==> config.mk <==
export PLATFORM = sky130hd
export DESIGN_NAME = hold_pause_ctrl
export DESIGN_NICKNAME = d
export VERILOG_FILES = /design/src/rtl/hold_pkg.sv /design/src/rtl/hp_edge.sv /design/src/rtl/hp_fsm.sv /design/src/rtl/hp_gate.sv /design/src/rtl/hold_pause_ctrl.sv
export SDC_FILE = /design/constraint.sdc
export NUM_CORES = 1
export LEC_CHECK = 0
export ABC_AREA = 1
export BUFFER_PORTS_ARGS = -buffer_cell sky130_fd_sc_hd__buf_2
export CAP_MARGIN = 20
export CORE_AREA = 2 2 39 41
export CTS_BUF_LIST = sky130_fd_sc_hd__clkbuf_8 sky130_fd_sc_hd__clkbuf_16
export DETAILED_ROUTE_END_ITERATION = 12
export DIE_AREA = 0 0 41 43
export SYNTH_ARGS = -nofsm -noshare
export SYNTH_HDL_FRONTEND = slang
export SYNTH_SLANG_ARGS = --single-unit
==> constraint.sdc <==
create_clock -name clk -period 1.09 [get_ports clk]
set_input_delay 0.109 -clock clk [delete_from_list [all_inputs] [get_ports clk]]
set_output_delay 0.109 -clock clk [all_outputs]
set_load 0.01 [all_outputs]
==> src/rtl/hold_pkg.sv <==
package hold_pkg;

    typedef enum logic {
        HP_RUN   = 1'b0,
        HP_PAUSE = 1'b1
    } hp_state_e;

    typedef struct packed {
        logic rise;
        logic fall;
    } sck_edge_t;

    // Pause decisions are only made while the serial clock is low;
    // with the clock high the current state is kept.
    function automatic hp_state_e hp_next(hp_state_e cur, logic cs_n,
                                          logic hold_n, logic sck);
        if (cs_n) begin
            return HP_RUN;
        end
        if (sck) begin
            return cur;
        end
        return hold_n ? HP_RUN : HP_PAUSE;
    endfunction

endpackage

==> src/rtl/hp_edge.sv <==
module hp_edge
    import hold_pkg::*;
(
    input  logic      clk,
    input  logic      rst,
    input  logic      sck,
    output sck_edge_t raw
);
    logic sck_q;

    // Tracks the clock even during a pause so release sees no stale edge.
    always_ff @(posedge clk) begin
        if (rst) begin
            sck_q <= 1'b0;
        end else begin
            sck_q <= sck;
        end
    end

    always_comb begin
        raw.rise = sck & ~sck_q;
        raw.fall = ~sck & sck_q;
    end
endmodule

==> src/rtl/hp_fsm.sv <==
module hp_fsm
    import hold_pkg::*;
(
    input  logic      clk,
    input  logic      rst,
    input  logic      cs_n,
    input  logic      hold_n,
    input  logic      sck,
    output hp_state_e state,
    output hp_state_e nxt
);
    always_comb begin
        nxt = hp_next(state, cs_n, hold_n, sck);
    end

    always_ff @(posedge clk) begin
        if (rst) begin
            state <= HP_RUN;
        end else begin
            state <= nxt;
        end
    end
endmodule

==> src/rtl/hp_gate.sv <==
module hp_gate
    import hold_pkg::*;
#(
    parameter logic SI_INIT = 1'b0
) (
    input  logic      clk,
    input  logic      rst,
    input  logic      cs_n,
    input  logic      hold_n,
    input  logic      si,
    input  hp_state_e state,
    input  hp_state_e nxt,
    input  sck_edge_t raw,
    output logic      rise_en,
    output logic      fall_en,
    output logic      si_smp,
    output logic      so_oe
);
    logic mask;

    // The edge that enters a pause is swallowed, as is every edge inside it.
    always_comb begin
        mask    = cs_n | (state == HP_PAUSE) | (nxt == HP_PAUSE);
        rise_en = raw.rise & ~mask;
        fall_en = raw.fall & ~mask;
        so_oe   = ~cs_n & hold_n & (state == HP_RUN);
    end

    always_ff @(posedge clk) begin
        if (rst) begin
            si_smp <= SI_INIT;
        end else if (rise_en) begin
            si_smp <= si;
        end
    end
endmodule

==> src/rtl/hold_pause_ctrl.sv <==
module hold_pause_ctrl
    import hold_pkg::*;
#(
    parameter logic SI_INIT = 1'b0
) (
    input  logic clk,
    input  logic rst,
    input  logic cs_n,
    input  logic hold_n,
    input  logic sck,
    input  logic si,
    output logic hold_active,
    output logic sck_rise_en,
    output logic sck_fall_en,
    output logic si_smp,
    output logic so_oe
);
    sck_edge_t raw;
    hp_state_e state;
    hp_state_e nxt;

    hp_edge i_edge (
        .clk (clk),
        .rst (rst),
        .sck (sck),
        .raw (raw)
    );

    hp_fsm i_fsm (
        .clk    (clk),
        .rst    (rst),
        .cs_n   (cs_n),
        .hold_n (hold_n),
        .sck    (sck),
        .state  (state),
        .nxt    (nxt)
    );

    hp_gate #(.SI_INIT(SI_INIT)) i_gate (
        .clk     (clk),
        .rst     (rst),
        .cs_n    (cs_n),
        .hold_n  (hold_n),
        .si      (si),
        .state   (state),
        .nxt     (nxt),
        .raw     (raw),
        .rise_en (sck_rise_en),
        .fall_en (sck_fall_en),
        .si_smp  (si_smp),
        .so_oe   (so_oe)
    );

    assign hold_active = (state == HP_PAUSE);
endmodule

==> metrics.txt <==
Seq cells post-synth=3; core area=roughly 1400 µm²; Final Hold Vio Count=0; max_cap viols=0; WL met2=roughly 180 µm; H-tree depth=1; Synth Instances=22; Root Buffer=clkbuf_8; first-pass GRT wire length=around 520 µm; cell taking the most area after synthesis=dfxtp_1; 1st-pass router iterations=1; Slew Limit Fails=0; clock buffer depth=2; via count=between 150 and 200; library cells used by synthesis=9; share of cells above drive strength 1=between 40% and 50%; GPL Wtd Cong=0.533; critical path class=reg2out; Die ar.=approximately 1800 µm²; Leak=approximately 0.15 nW; clock slew at reported path FFs=approximately 0.03 ns; Max IR drop VDD=approximately 330 µV; met3 wire length=between 40 and 50 µm; CTS buffer count=3; critical path cell sequence=inv_2 > o211ai_1 > nor3_1 > buf_2; status=finished clean; Cell Count, Final, Fillers Out=52; DR DRC count=0; Area Overhead vs Synth=77.5%; max layer used=met3; RSZ-0062 raised after global routing=true; Die Ht=between 40 and 50 µm; crit start category=flip-flop; Final ANT Viol Nets=0; Post-synth top cells=7 x inv_1, 4 x nor2_1, 3 x dfxtp_1, 3 x nand2_1; predominant post-synthesis flop cell=dfxtp_1; Data arrival, critical path=around 0.94 ns; Buffers on Ports=10; top cells by area, synth=dfxtp_1 40%, inv_1 18%, nor2_1 10%; routed len/inst=around 6.7 µm; Antenna Cells=0; Slew Limit Headroom=slightly below 90%; final instance area=about 270 µm²; pwr/cell area=approximately 1800 nW/µm²; vias per cell=~3.2; slew of the pin with the lowest slew margin=0.175 ns; count leader, synth=inv_1; hold crit path type=in2reg; Required @ worst endpoint=about 1 ns; slowest stage cell, crit path=dfxtp_2; Die Wd=between 40 and 50 µm; final worst path period need=around 1.1 ns; Initial Utilization=between 10 and 15%; Crit. End Element=output port; largest net degree at the start of global routing=5; async set or reset register ratio after synthesis=0%; layout net count=43; post-placement cell count=48; Setup TNS Final=0 ns; critical path's top delay family=flip-flops; Largest stage delay, worst path=between 0.3 and 0.4 ns; GRT Util Overall=5.31%; Worst-Skew Late Latency=~0.21 ns; Synthesized Nets=28; Post-Route WL=349 µm; num rows=14; Clock Sinks=3; via count of the first global-routing pass=approximately 160; fillers=between 150 and 200; Post-CTS Setup Inserts=0; top cell type's share of synthesized area=40.0%; antenna violations before repair=0; synthesized area per cell=around 6.8 µm²; placed cell area=roughly 220 µm²; DRT iter0 DRCs=0; CP bufs+invs=2; EDFF count, synth=0; Seq/Total Area, Yosys=between 30% and 40%; CTS tree=done; Mapped Area=roughly 150 µm²; io pins=11; skew final=0.000439 ns; # setup viols final=0; met1 WL=between 100 and 150 µm; YS warnings=0; gr ovfl total=0; f_max=roughly 950 MHz; Worst Path Max Fanout=4; fin crit share=96.6%
-- area by class of cell --
cell class	count	area, µm²	area share [%]
Multi-Input combinational cell	12	63.8	23.9
Sequential cell	3	61.3	23.0
Timing Repair Buffer	10	50.0	18.8
Clock buffer	3	41.3	15.5
Inverter	7	26.3	9.86
Tap cell	16	20.0	7.51
Clock inverter	1	3.75	1.41
-- layer usage --
| layer | vias to the layer above | track usage [%] |
|---|---|---|
| li1 | 95 | - |
| met1 | 67 | 3.83 |
| met2 | 6 | 7.19 |
| met3 | 0 | 4.71 |
| met4 | 0 | 6.00 |
| met5 | - | 0 |
-- where the power goes --
| part | switching, W | internal, W | total, W |
|---|---|---|---|
| clock network | 0.0000685 | 0.000239 | 0.000308 |
| logic | 0.0000265 | 0.0000211 | 0.0000476 |
| registers | 0.00000286 | 0.000117 | 0.000120 |
| total | 0.0000979 | 0.000377 | 0.000475 |
-- kinds of logic after synthesis --
| kind of cell | synth area share, % |
|---|---|
| buffers and inverters | 17.5 |
| flip-flops | 40.0 |
| AND/OR/NAND/NOR | 29.2 |
| AO/OA/AOI/OAI | 13.3 |
-- state kept, by name, indices dropped and copies added, names as in the netlist --
| name | cells |
|---|---|
| i_gate.si_smp | 1 |
| i_edge.sck_q | 1 |
| i_fsm.state | 1 |
-- stage by stage --
step	worst slack, ns	util [%]	power (W)	hold slack (ns)
2_1_floorplan	0.214	-	0.000146	0.181
3_3_place_gp	0.237	15.9	0.000169	0.308
3_5_place_dp	0.232	15.9	0.000169	0.309
4_1_cts	0.00158	19.2	0.000488	0.0839
5_1_grt	0.00487	19.3	0.000506	0.0869
6_report	0.0374	19.3	0.000475	0.0841
-- worst paths after layout --
path / start / endpoint / slack (ns) / depth (start not counted)
worst max-delay path: i_fsm.state$_SDFF_PP0_ / sck_fall_en / 0.04 / 4
worst min-delay path: rst / i_edge.sck_q$_SDFF_PP0_ / 0.08 / 2
worst max register to register: i_fsm.state$_SDFF_PP0_ / i_gate.si_smp$_SDFFE_PP0P_ / 0.34 / 4
worst min register to register: i_gate.si_smp$_SDFFE_PP0P_ / i_gate.si_smp$_SDFFE_PP0P_ / 0.51 / 4
-- cells in the final DEF (no fill, tap or decap) --
cell type / Yosys / routed
a211oi_1: 1 / 1
buf_2: 0 / 10
clkbuf_8: 0 / 3
dfxtp_1: 3 / 2
dfxtp_2: 0 / 1
inv_1: 7 / 7
inv_2: 0 / 1
nand2_1: 3 / 3
nand4_2: 1 / 1
nor2_1: 4 / 4
nor3_1: 1 / 1
o211ai_1: 1 / 1
o21ai_0: 1 / 1
-- timing repair --
| action | 4_1_cts | 5_1_grt |
|---|---|---|
| resized for setup | 0 | 2 |
| setup endpoints to repair | 0 | 1 |
| hold buffers | 0 | 0 |
| hold endpoints to repair | 0 | 0 |
(Power assumes the default switching activity.)
